File: config.mk
export PLATFORM = sky130hd
export DESIGN_NAME = lnk_word_ser
export DESIGN_NICKNAME = d
export VERILOG_FILES = /design/src/rtl/lws_pkg.sv /design/src/rtl/lws_beat_plan.sv /design/src/rtl/lws_sequencer.sv /design/src/rtl/lws_shifter.sv /design/src/rtl/lnk_word_ser.sv
export SDC_FILE = /design/constraint.sdc
export NUM_CORES = 1
export LEC_CHECK = 0
export ABC_CLOCK_PERIOD_IN_PS = 1600
export BUFFER_PORTS_ARGS = -buffer_cell sky130_fd_sc_hd__buf_2
export CAP_MARGIN = 30
export CELL_PAD_IN_SITES_DETAIL_PLACEMENT = 1
export CELL_PAD_IN_SITES_GLOBAL_PLACEMENT = 1
export CORE_MARGIN = 3
export CORE_UTILIZATION = 27
export DETAILED_ROUTE_END_ITERATION = 12
export PLACE_DENSITY_LB_ADDON = 0.1
export SLEW_MARGIN = 20
export SYNTH_ARGS = -nofsm -noshare
export SYNTH_HDL_FRONTEND = slang
export SYNTH_SLANG_ARGS = --single-unit
File: constraint.sdc
create_clock -name clk -period 1.6 [get_ports clk]
set_clock_uncertainty 0.05 [all_clocks]
set_input_delay 0.24 -clock clk [delete_from_list [all_inputs] [get_ports clk]]
set_output_delay 0.24 -clock clk [all_outputs]
set_load 0.005 [all_outputs]
File: src/rtl/lws_pkg.sv
package lws_pkg;

   // Format of one word as latched when it is taken from the holding buffer
   typedef struct packed {
      logic long_w;   // 1: long word, 0: short word
      logic dual;     // 1: two nibble slots per core cycle
   } lws_fmt_t;

endpackage

File: src/rtl/lws_beat_plan.sv
// Computes index of the final beat of a word for a given format.
module lws_beat_plan
   import lws_pkg::*;
#(
   parameter int LANE_W  = 4,
   parameter int SHORT_W = 32,
   parameter int LONG_W  = 48,
   parameter bit DUAL_EN = 1'b1,
   parameter int CNT_W   = 4
) (
   input  lws_fmt_t         fmt,
   output logic [CNT_W-1:0] last_idx
);

   localparam int BEATS_SN = SHORT_W / LANE_W;
   localparam int BEATS_LN = LONG_W / LANE_W;
   localparam int BEATS_SD = SHORT_W / (2 * LANE_W);
   localparam int BEATS_LD = LONG_W / (2 * LANE_W);

   generate
      if (DUAL_EN) begin : g_dual
         always_comb begin
            unique case ({fmt.long_w, fmt.dual})
               2'b00:   last_idx = CNT_W'(BEATS_SN - 1);
               2'b01:   last_idx = CNT_W'(BEATS_SD - 1);
               2'b10:   last_idx = CNT_W'(BEATS_LN - 1);
               default: last_idx = CNT_W'(BEATS_LD - 1);
            endcase
         end
      end else begin : g_single
         logic unused_dual;
         assign unused_dual = fmt.dual;
         assign last_idx = fmt.long_w ? CNT_W'(BEATS_LN - 1) : CNT_W'(BEATS_SN - 1);
      end
   endgenerate

endmodule

File: src/rtl/lws_sequencer.sv
// Beat counter and take/advance control for one word in flight.
module lws_sequencer #(
   parameter int CNT_W = 4
) (
   input  logic             clk,
   input  logic             rst_n,
   input  logic             wd_valid,
   input  logic             dual_in,
   input  logic [CNT_W-1:0] last_in,
   output logic             take,
   output logic             adv,
   output logic             active,
   output logic             final_beat,
   output logic             dual_q
);

   logic [CNT_W-1:0] idx_q;
   logic [CNT_W-1:0] last_q;

   assign final_beat = active && (idx_q == last_q);
   assign take       = wd_valid && (!active || final_beat);
   assign adv        = active && !final_beat;

   always_ff @(posedge clk) begin
      if (!rst_n) begin
         active <= 1'b0;
         idx_q  <= '0;
         last_q <= '0;
         dual_q <= 1'b0;
      end else if (take) begin
         active <= 1'b1;
         idx_q  <= '0;
         last_q <= last_in;
         dual_q <= dual_in;
      end else if (final_beat) begin
         active <= 1'b0;
      end else if (active) begin
         idx_q  <= idx_q + 1'b1;
      end
   end

endmodule

File: src/rtl/lws_shifter.sv
// Holds the untransmitted part of the word and drives the nibble lanes.
module lws_shifter #(
   parameter int LANE_W  = 4,
   parameter int LONG_W  = 48,
   parameter bit DUAL_EN = 1'b1
) (
   input  logic              clk,
   input  logic              rst_n,
   input  logic              load,
   input  logic              adv,
   input  logic              dual_in,
   input  logic              dual_q,
   input  logic [LONG_W-1:0] data_in,
   output logic [LANE_W-1:0] lane_a,
   output logic [LANE_W-1:0] lane_b
);

   localparam int PAIR_W = 2 * LANE_W;

   logic [LONG_W-1:0] rest_q;

   generate
      if (DUAL_EN) begin : g_dual
         always_ff @(posedge clk) begin
            if (!rst_n) begin
               lane_a <= '0;
               lane_b <= '0;
               rest_q <= '0;
            end else if (load) begin
               lane_a <= data_in[LANE_W-1:0];
               if (dual_in) begin
                  lane_b <= data_in[PAIR_W-1:LANE_W];
                  rest_q <= data_in >> PAIR_W;
               end else begin
                  lane_b <= '0;
                  rest_q <= data_in >> LANE_W;
               end
            end else if (adv) begin
               lane_a <= rest_q[LANE_W-1:0];
               if (dual_q) begin
                  lane_b <= rest_q[PAIR_W-1:LANE_W];
                  rest_q <= rest_q >> PAIR_W;
               end else begin
                  lane_b <= '0;
                  rest_q <= rest_q >> LANE_W;
               end
            end
         end
      end else begin : g_single
         logic unused_mode;
         assign unused_mode = dual_in ^ dual_q;
         assign lane_b = '0;
         always_ff @(posedge clk) begin
            if (!rst_n) begin
               lane_a <= '0;
               rest_q <= '0;
            end else if (load) begin
               lane_a <= data_in[LANE_W-1:0];
               rest_q <= data_in >> LANE_W;
            end else if (adv) begin
               lane_a <= rest_q[LANE_W-1:0];
               rest_q <= rest_q >> LANE_W;
            end
         end
      end
   endgenerate

endmodule

File: src/rtl/lnk_word_ser.sv
// Link port word serializer: top level.
module lnk_word_ser
   import lws_pkg::*;
#(
   parameter int LANE_W  = 4,
   parameter int SHORT_W = 32,
   parameter int LONG_W  = 48,
   parameter bit DUAL_EN = 1'b1
) (
   input  logic              clk,
   input  logic              rst_n,
   input  logic              wd_valid,
   input  logic [LONG_W-1:0] wd_data,
   input  logic              wd_long,
   input  logic              wd_dual,
   output logic              wd_take,
   output logic              nxt_req,
   output logic              lk_clk,
   output logic [LANE_W-1:0] lk_lane_a,
   output logic [LANE_W-1:0] lk_lane_b,
   output logic              busy
);

   localparam int MAX_BEATS = LONG_W / LANE_W;
   localparam int CNT_W     = $clog2(MAX_BEATS);

   generate
      if (LANE_W < 1) begin : g_bad_lane
         $error("LANE_W must be positive");
      end
      if (SHORT_W >= LONG_W) begin : g_bad_order
         $error("SHORT_W must be below LONG_W");
      end
      if ((SHORT_W % (2 * LANE_W)) != 0 || (LONG_W % (2 * LANE_W)) != 0) begin : g_bad_div
         $error("word widths must be whole multiples of two lanes");
      end
   endgenerate

   lws_fmt_t         fmt_in;
   logic [CNT_W-1:0] last_in;
   logic             adv;
   logic             active;
   logic             final_beat;
   logic             dual_q;
   logic             clk_q;

   assign fmt_in.long_w = wd_long;
   assign fmt_in.dual   = wd_dual & DUAL_EN;

   lws_beat_plan #(
      .LANE_W (LANE_W),
      .SHORT_W(SHORT_W),
      .LONG_W (LONG_W),
      .DUAL_EN(DUAL_EN),
      .CNT_W  (CNT_W)
   ) plan_i (
      .fmt     (fmt_in),
      .last_idx(last_in)
   );

   lws_sequencer #(
      .CNT_W(CNT_W)
   ) seq_i (
      .clk       (clk),
      .rst_n     (rst_n),
      .wd_valid  (wd_valid),
      .dual_in   (fmt_in.dual),
      .last_in   (last_in),
      .take      (wd_take),
      .adv       (adv),
      .active    (active),
      .final_beat(final_beat),
      .dual_q    (dual_q)
   );

   lws_shifter #(
      .LANE_W (LANE_W),
      .LONG_W (LONG_W),
      .DUAL_EN(DUAL_EN)
   ) shf_i (
      .clk    (clk),
      .rst_n  (rst_n),
      .load   (wd_take),
      .adv    (adv),
      .dual_in(fmt_in.dual),
      .dual_q (dual_q),
      .data_in(wd_data),
      .lane_a (lk_lane_a),
      .lane_b (lk_lane_b)
   );

   // Link clock qualifier is its own register: high for every cycle a chunk is on the lanes
   always_ff @(posedge clk) begin
      if (!rst_n) clk_q <= 1'b0;
      else        clk_q <= wd_take || adv;
   end

   assign lk_clk  = clk_q;
   assign busy    = active;
   assign nxt_req = final_beat;

endmodule

==> Word level (Yosys, flattened, before mapping) <==
Cells that the tools add are included.
{ "totals": {"wordCells": 39, "reg_bits": 67, "inputBits": 53} }
{ "op_classes": {"bitwise_logic": 2, "muxes": 13, "reduce_logical": 12, "eq_ne": 3, "addsub": 1} }
{ "op_table": {"columns": ["op", "count"], "rows": [
  ["two-way mux 48 bit", 2],
  ["two-way mux 44 bit", 2],
  ["two-way mux 4 bit", 6],
  ["case mux 4 bit (3 select lines)", 1],
  ["adder 4 x 1 -> 4 bit, second input constant", 1],
  ["== test 4 bit", 1],
  ["nonzero test 2 bit", 2],
  ["logical AND 1 bit", 3],
  ["== test 2 x 1 -> 1 bit, second input constant", 1],
  ["== test 2 bit, second input constant", 1],
  ["logical NOT 1 bit", 2],
  ["logical NOT 2 bit", 1],
  ["logical OR 1 bit", 2],
  ["two-way mux 1 bit", 2],
  ["NOT 1 bit", 2],
  ["AND reduction 2 bit", 1],
  ["OR reduction 2 bit", 1]
]} }

==> Logic depth before layout (Yosys ltp) <==
Gate-level depths: netlist of run 1.
{ "depth": {"ltp_word": 6, "depth_mapped": 6} }

==> By module <==
From an unflattened synthesis of run 1, not the netlist that was laid out.
{ "unflattened": {"cells_unflattened": 387, "hier_area_um2": 3682.3} }
{ "modules_own_cells": {"columns": ["mod", "instances", "cells_per_inst", "area_per_inst_um2"], "rows": [
  ["lws_shifter", 1, 324, 3062.9],
  ["lws_sequencer", 1, 55, 548.0],
  ["lws_beat_plan", 1, 6, 43.8],
  ["lnk_word_ser", 1, 2, 27.5]
]} }

==> Least setup slack after synthesis of run 1 <==
OpenSTA, ideal clock, no wires.
{ "synth_timing": {"path_type": "reg2reg", "startpoint": "register seq_i.idx_q[1]", "endpoint": "register seq_i.idx_q[3]", "path_buffers": 1, "path_slack_ns": -0.087, "path_stages_with_launch": 6, "synth_period_minus_slack_ns": 1.687, "arrival_time_ns": 1.517, "cell_sequence": "dfxtp_1 -> xor2_1 -> o41a_1 -> buf_4 -> and3_1 -> o31a_1"} }
{ "synth_via": {"elab_chain_len": 5, "elab_cells_between_ends": 8, "cone_classes": "add/sub (1); eq/ne (1); bitwise (1); reduce/logical (5)"} }
{ "synth_rtl": {"columns": ["item", "line", "source"], "rows": [
  ["start: declaration", "lws_sequencer.sv:17", "logic [CNT_W-1:0] idx_q;"],
  ["start signal: assignment", "lws_sequencer.sv:38", "idx_q <= idx_q + 1'b1;"],
  ["== test 4 bit", "lws_sequencer.sv:20", "assign final_beat = active && (idx_q == last_q);"],
  ["logical AND 1 bit", "lws_sequencer.sv:20", null],
  ["logical OR 1 bit", "lws_sequencer.sv:21", "assign take = wd_valid && (!active || final_beat);"],
  ["logical AND 1 bit", "lws_sequencer.sv:21", null],
  ["OR reduction 2 bit (no line)", null, null]
]} }
Parallel ways exist; a longest one is shown, timed or not.
A chain may end at the register's enable or synchronous reset.

==> Worst setup path in the final report of run 1 <==
{ "layout_timing": {"startpoint": "register seq_i.idx_q[2]", "endpoint": "output port wd_take"} }
{ "layout_via": {"elab_chain_len": 4} }
{ "layout_rtl": {"columns": ["item", "line", "source"], "rows": [
  ["== test 4 bit", "lws_sequencer.sv:20", null],
  ["logical AND 1 bit", "lws_sequencer.sv:20", null],
  ["logical OR 1 bit", "lws_sequencer.sv:21", null],
  ["logical AND 1 bit", "lws_sequencer.sv:21", null],
  ["end: declaration", "lnk_word_ser.sv:16", "output logic wd_take,"]
]} }
No other way between the ends.

==> results of run 1 <==
worst max path at each step:
stage                                    end  depth (start not counted)  slack, ps                         from
2_1_floorplan    seq_i.idx_q[3]$_SDFFE_PP0P_                          5        -50  seq_i.idx_q[2]$_SDFFE_PP0P_
3_3_place_gp   shf_i.rest_q[32]$_SDFFE_PN0P_                          5       -210  seq_i.idx_q[2]$_SDFFE_PP0P_
3_5_place_dp    shf_i.rest_q[1]$_SDFFE_PN0P_                          5       -220  seq_i.idx_q[2]$_SDFFE_PP0P_
4_1_cts                              wd_take                          4       -300  seq_i.idx_q[1]$_SDFFE_PP0P_
5_1_grt                              wd_take                          4       -310  seq_i.idx_q[2]$_SDFFE_PP0P_
6_report                             wd_take                          4       -250  seq_i.idx_q[2]$_SDFFE_PP0P_
synthesized netlist by cell type (all sizes together):
master / n
clkbuf: 22
and3: 6
xor2: 4
o31ai: 5
o41a: 1
a211oi: 77
mux2i: 80
nand4: 5
o21ai: 3
o21a: 1
nor3: 1
and2: 1
o41ai: 1
dfxtp: 63
a21oi: 15
inv: 3
nand2: 6
o31a: 1
a22oi: 4
a31oi: 1
nand3: 6
buf: 18
nand3b: 6
ha: 3
o211ai: 4
nor2: 46
nor4: 1
worst reg2reg max path: stages (launching register included):
cell and delay, ps:
dfxtp_2 330, xor2_2 180, o41a_4 510, buf_6 160
bufbuf_16 290, nand4_1 120, o31ai_2 70
stage by stage:
stage | worst slack [ps] | std cells
2_1_floorplan | -50.0 | 384
3_3_place_gp | -207 | 606
3_5_place_dp | -224 | 606
4_1_cts | -303 | 628
5_1_grt | -305 | 631
6_report | -253 | 631
state kept, by name (all words and copies together), names as in the netlist:
name	flops
shf_i.rest_q	44
seq_i.idx_q	4
seq_i.last_q	4
shf_i.lane_a	4
shf_i.lane_b	4
lk_clk	1
seq_i.active	1
seq_i.dual_q	1
cell type report:
class	count	area, um^2
clock buffer	13	260
clock inverter	1	5.00
fill	1432	7580
inverter	3	11.3
multi-input combinational	278	2500
sequential	63	1270
tap	172	215
timing repair buffer	101	825
repair_timing:
item / 4_1_cts / 5_1_grt
pin swaps: 14 / 14
setup endpoints to repair: 63 / 64
cloned: 2 / 1
gates resized for setup: 40 / 36
setup buffers: 6 / 2
routing by layer:
metal	share of wire	wire [um]	vias up
li1	-	-	1597
met1	0.47	5410	1594
met2	0.49	5680	52
met3	0.030	344	14
met4	0.015	174	0
met5	0	0	-
power groups by stage:
stage	Combinational (uW)	Clock [uW]	Sequential (uW)
after global routing	1460	1910	1930
after CTS	1240	1850	1900
after global placement	1060	0	1920
after floorplan	728	0	1870
after detailed placement	1080	0	1930
final	1330	1780	1900
logic make-up (layout without fill, tap and decap cells):
kind of cell | count (synthesis) | after routing | share of synthesized area
flops | 63 | 63 | 0.358
fa+ha+maj | 3 | 3 | 0.0107
xor+xnor | 4 | 4 | 0.00995
mux | 80 | 80 | 0.227
simple gates | 78 | 78 | 0.101
compound gates | 113 | 113 | 0.235
buf+inv | 43 | 118 | 0.0579
==> reports/results.tsv, run 1 <==
metric	value	unit
outcome	finished with violations	
failing checks	setup timing	
setup_tns	-10100	ps
final WL	11600	um
hold buffers post-CTS	0	
Area Overhead vs Synth	44.4	%
maximum VDD drop	0.000379	V
grt ovf	0	
top-area cell type share of the netlist area	0.358	
fraction of layout cells with a size suffix above 1	0.431	
Routed Antenna Nets	0	
post-synthesis cell type count	31	
r2r setup slk	-240	ps
total power	5010	uW
H-tree levels	3	
Nets	512	
drt pass-1 iters	4	
CP max stage delay	510	ps
clock latency on the worst-skew pair	330	ps
min-delay src	wd_data[45]	
Crit Path Max Fanout	2	
met2 usage	0.272	
Boundary Pins	65	
initial antenna violation count	0	
Synth area leaders	dfxtp_1, mux2i_1, a211oi_1, nor2_1, clkbuf_1	
Worst EP arrival	1560	ps
most common cell after layout, fill and taps aside	mux2i_1	
reg-to-reg critical path startpoint	seq_i.idx_q[2]$_SDFFE_PP0P_	
clock slew at the register clock pins of the worst setup and hold paths	50	ps
Required @ worst endpoint	1310	ps
sequential share of the synthesized area	0.358	
vias	3257	
clock period minus worst slack	1850	ps
max cap viols	0	
final max-slew violation count	0	
clk root buf	clkbuf_16	
Worst slew margin	0.771	
GRT Overall Usage	0.163	
crit-path cells	xor2_2 -> o41a_4 -> nor2_4 -> buf_2	
critical path's slowest cell	o41a_4	
Setup Crit Path Kind	flop to output port	
Finished Cell Area	0.00509	mm^2
FF+latch count, synth	63	
clock power share	0.354	
clock buffer depth	2	
leakage power	0.00196	uW
HPWL after detailed placement	7820	um
RSZ-0062 raised after global routing	true	
Switching Share	0.298	
Sw Pwr	1490	uW
CTS tree	built	
met1 GRT Util	0.213	
CTS Sinks	63	
CP Launch Type	flop	
final core occ	0.401	
most frequent cells in the layout	mux2i_1, buf_2, dfxtp_1	
r2r worst-path depth	6	
syn nets	440	
Final GP Congestion	0.753	
first-pass GRT wire length	18600	um
combinational power share	0.265	
Die Ht	120	um
Final Setup Violations	64	
Area after DPL	0.00436	mm^2
cells after synthesis	384	
Via density	5.16	
hold endpoint	shf_i.rest_q[41]$_SDFFE_PN0P_	
Fin. Hold Viols	0	
pin count of the biggest net entering global routing	39	
CP bufs+invs	1	
part of the cycle the worst path needs	1.16	
Pwr per Cell Area	985	mW/mm^2
met3 global-route usage	0.0276	
DR WL/cell	18.4	um
Pint	3520	uW
core area	0.0127	mm^2
Slew @ Worst Pin	344	ps
chip width	120	um
drt drc	0	
Max Clock Freq	540	MHz
Post-Syn Area per Cell	9.17	um^2
ANT cells	0	
worst setup margin	-253	ps
First DRT Iteration DRCs	115	
Fin Hold WS	148	ps
Inserted Clock Buffers	9	
worst flop-to-flop path endpoint	shf_i.lane_b[2]$_SDFFE_PN0P_	
Initial Utilization	0.278	
vias in the first global route	3444	
cell taking the most area after synthesis	dfxtp_1	
CP top delay family	compound AO/OA/AOI/OAI gates	
most used routing layer in global routing	met2	
Mapped Area	0.00352	mm^2
Flop pwr share	0.380	
yosys warns	0	
number of port buffers	64	
DIE AREA	0.0145	mm^2
row cnt	41	
nature of the critical path endpoint	output port	
Hold Path Depth	3	
Worst Hold Class	primary input to flop	
Power figures use the tool's default switching activity.
==> inputs of run 2 (changes only) <==
--- a/config.mk
+++ b/config.mk
@@ -5,7 +5,7 @@
 export SDC_FILE = /design/constraint.sdc
 export NUM_CORES = 1
 export LEC_CHECK = 0
-export ABC_CLOCK_PERIOD_IN_PS = 1600
+export ABC_CLOCK_PERIOD_IN_PS = 2200
 export BUFFER_PORTS_ARGS = -buffer_cell sky130_fd_sc_hd__buf_2
 export CAP_MARGIN = 30
 export CELL_PAD_IN_SITES_DETAIL_PLACEMENT = 1
==> constraint.sdc (replaced) <==
create_clock -name clk -period 2.2 [get_ports clk]
set_clock_uncertainty 0.05 [all_clocks]
set_input_delay 0.33 -clock clk [delete_from_list [all_inputs] [get_ports clk]]
set_output_delay 0.33 -clock clk [all_outputs]
set_load 0.005 [all_outputs]
==> reports/results.tsv, run 2 (same netlist as run 1, synthesis figures left out) <==
metric	value	unit	change
outcome	completed		
most frequent cells in the layout	mux2i_1, a211oi_1, buf_2		
vias	3106		-4.6%
fraction of layout cells with a size suffix above 1	0.214		-0.218
clock power share	0.387		+0.033
Max Clock Freq	474	MHz	
Worst slew margin	0.581		-0.190
clock period minus worst slack	2110	ps	
Hold Path Depth	3		unchanged
Boundary Pins	65		unchanged
Switching Share	0.290		-0.00766
nature of the critical path endpoint	output port		
Crit Path Max Fanout	4		+2
ANT cells	0		unchanged
final max-slew violation count	0		unchanged
dpl ws	258	ps	+482 ps
register area	0.00126	mm^2	-0.49%
drt drc	0		unchanged
HPWL after detailed placement	7300	um	-6.6%
core area	0.0127	mm^2	unchanged
GRT Overall Usage	0.158		-0.00470
Pint	2350	uW	-33%
r2r worst-path depth	5		-1
clock latency on the worst-skew pair	320	ps	about the same
H-tree levels	3		unchanged
Flop pwr share	0.412		+0.032
worst setup margin	92.5	ps	+345 ps
most common cell after layout, fill and taps aside	mux2i_1		
Area Overhead vs Synth	22.0	%	
chip width	120	um	unchanged
Nets	487		-4.9%
First DRT Iteration DRCs	142		+23%
Worst EP arrival	1730	ps	+170 ps
Setup Crit Path Kind	flop to output port		
final WL	10800	um	-7.4%
clock buffer depth	2		unchanged
leakage power	0.00171	uW	-13%
clock slew at the register clock pins of the worst setup and hold paths	50	ps	about the same
drt pass-1 iters	4		unchanged
RSZ-0062 raised after global routing	false		
Final Setup Violations	0		-100%
Inserted Clock Buffers	9		unchanged
pin count of the biggest net entering global routing	91		+130%
Die Ht	120	um	unchanged
Pwr per Cell Area	770	mW/mm^2	-22%
Routed Antenna Nets	0		unchanged
row cnt	41		unchanged
multi-input gate area in the final layout	0.00206	mm^2	-18%
setup_tns	0	ps	+10100 ps
first-pass GRT wire length	18200	um	-2.0%
combinational power share	0.201		-0.064
Required @ worst endpoint	1820	ps	+510 ps
Fin. Hold Viols	0		unchanged
Slew @ Worst Pin	628	ps	+284 ps
Most flops, register	shf_i.rest_q		
Final GP Congestion	0.687		-8.7%
DIE AREA	0.0145	mm^2	unchanged
Initial Utilization	0.278		unchanged
Worst Hold Class	primary input to flop		
dpl cells	592		-2.3%
vias in the first global route	3368		-2.2%
max cap viols	0		unchanged
Post-CTS Resized	1		-98%
number of setup buffers added after CTS	0		-6
initial antenna violation count	0		unchanged
number of port buffers	64		unchanged
part of the cycle the worst path needs	0.958		
CP Launch Type	flop		
CTS Sinks	63		unchanged
CTS tree	built		
final non-filler cell total	607		-3.8%
DR WL/cell	17.7	um	-3.8%
total power	3310	uW	-34%
Sw Pwr	960	uW	-36%
hold buffers post-CTS	0		unchanged
grt ovf	0		unchanged
fillers	1493		+4.3%
Via density	5.12		-0.87%
maximum VDD drop	0.000289	V	-24%
max FFs per register	44		unchanged
final core occ	0.339		-0.0624
clk root buf	clkbuf_16		
[run 2: cell count changes in the layout (fill, tap and decap cells not counted), moves of 7 or more]
cell      previous run  this run
buf_6                7         0
a211oi_2            46         0
buf_4               15         6
nor2_1              38        45
a211oi_1            29        77
[run 2: cell type report]
type | instances | share of cell area
tap | 172 | 0.0501
multi-input combinational | 278 | 0.480
sequential | 63 | 0.294
inverter | 3 | 0.00262
clock buffer | 14 | 0.0591
clock inverter | 1 | 0.00117
timing repair buffer | 76 | 0.113
[run 2: through the flow]
step	area (um^2)	hold WS (ps)
after floorplan	3520	410
after global placement	4030	428
after detailed placement	4030	432
after CTS	4290	194
after global routing	4300	240
final	4300	209
[run 2: worst paths after layout]
kind	slack [ps]	startpoint	to
worst min-delay path	210	wd_data[45]	shf_i.rest_q[41]$_SDFFE_PN0P_
worst max-delay path	90	seq_i.idx_q[1]$_SDFFE_PP0P_	wd_take
worst max register to register	250	seq_i.idx_q[1]$_SDFFE_PP0P_	shf_i.rest_q[35]$_SDFFE_PN0P_
worst min register to register	440	seq_i.last_q[2]$_SDFFE_PN0P_	seq_i.last_q[2]$_SDFFE_PN0P_
[run 2: power groups by stage]
stage / Combinational [uW] / Sequential (uW) / Clock, uW
floorplan: 480 / 1350 / 0
detailed placement: 675 / 1390 / 0
finish: 665 / 1360 / 1280
CTS: 680 / 1360 / 1330
global route: 760 / 1380 / 1370
global placement: 666 / 1390 / 0
[run 2: per-layer routing]
metal / vias up / wire length (um) / part of all wire / GRT usage
li1: 1555 / - / - / -
met1: 1497 / 5280 / 0.49 / 0.212
met2: 47 / 5010 / 0.47 / 0.256
met3: 7 / 355 / 0.033 / 0.0332
met4: 0 / 104 / 0.0097 / 0.0503
met5: - / 0 / 0 / 0
[run 2: worst max-delay path, cell delays in order (launching register included)]
cell     delay (ps)
dfxtp_1         340
xor2_1          200
o41a_2          560
nor2_2          160
buf_2           140
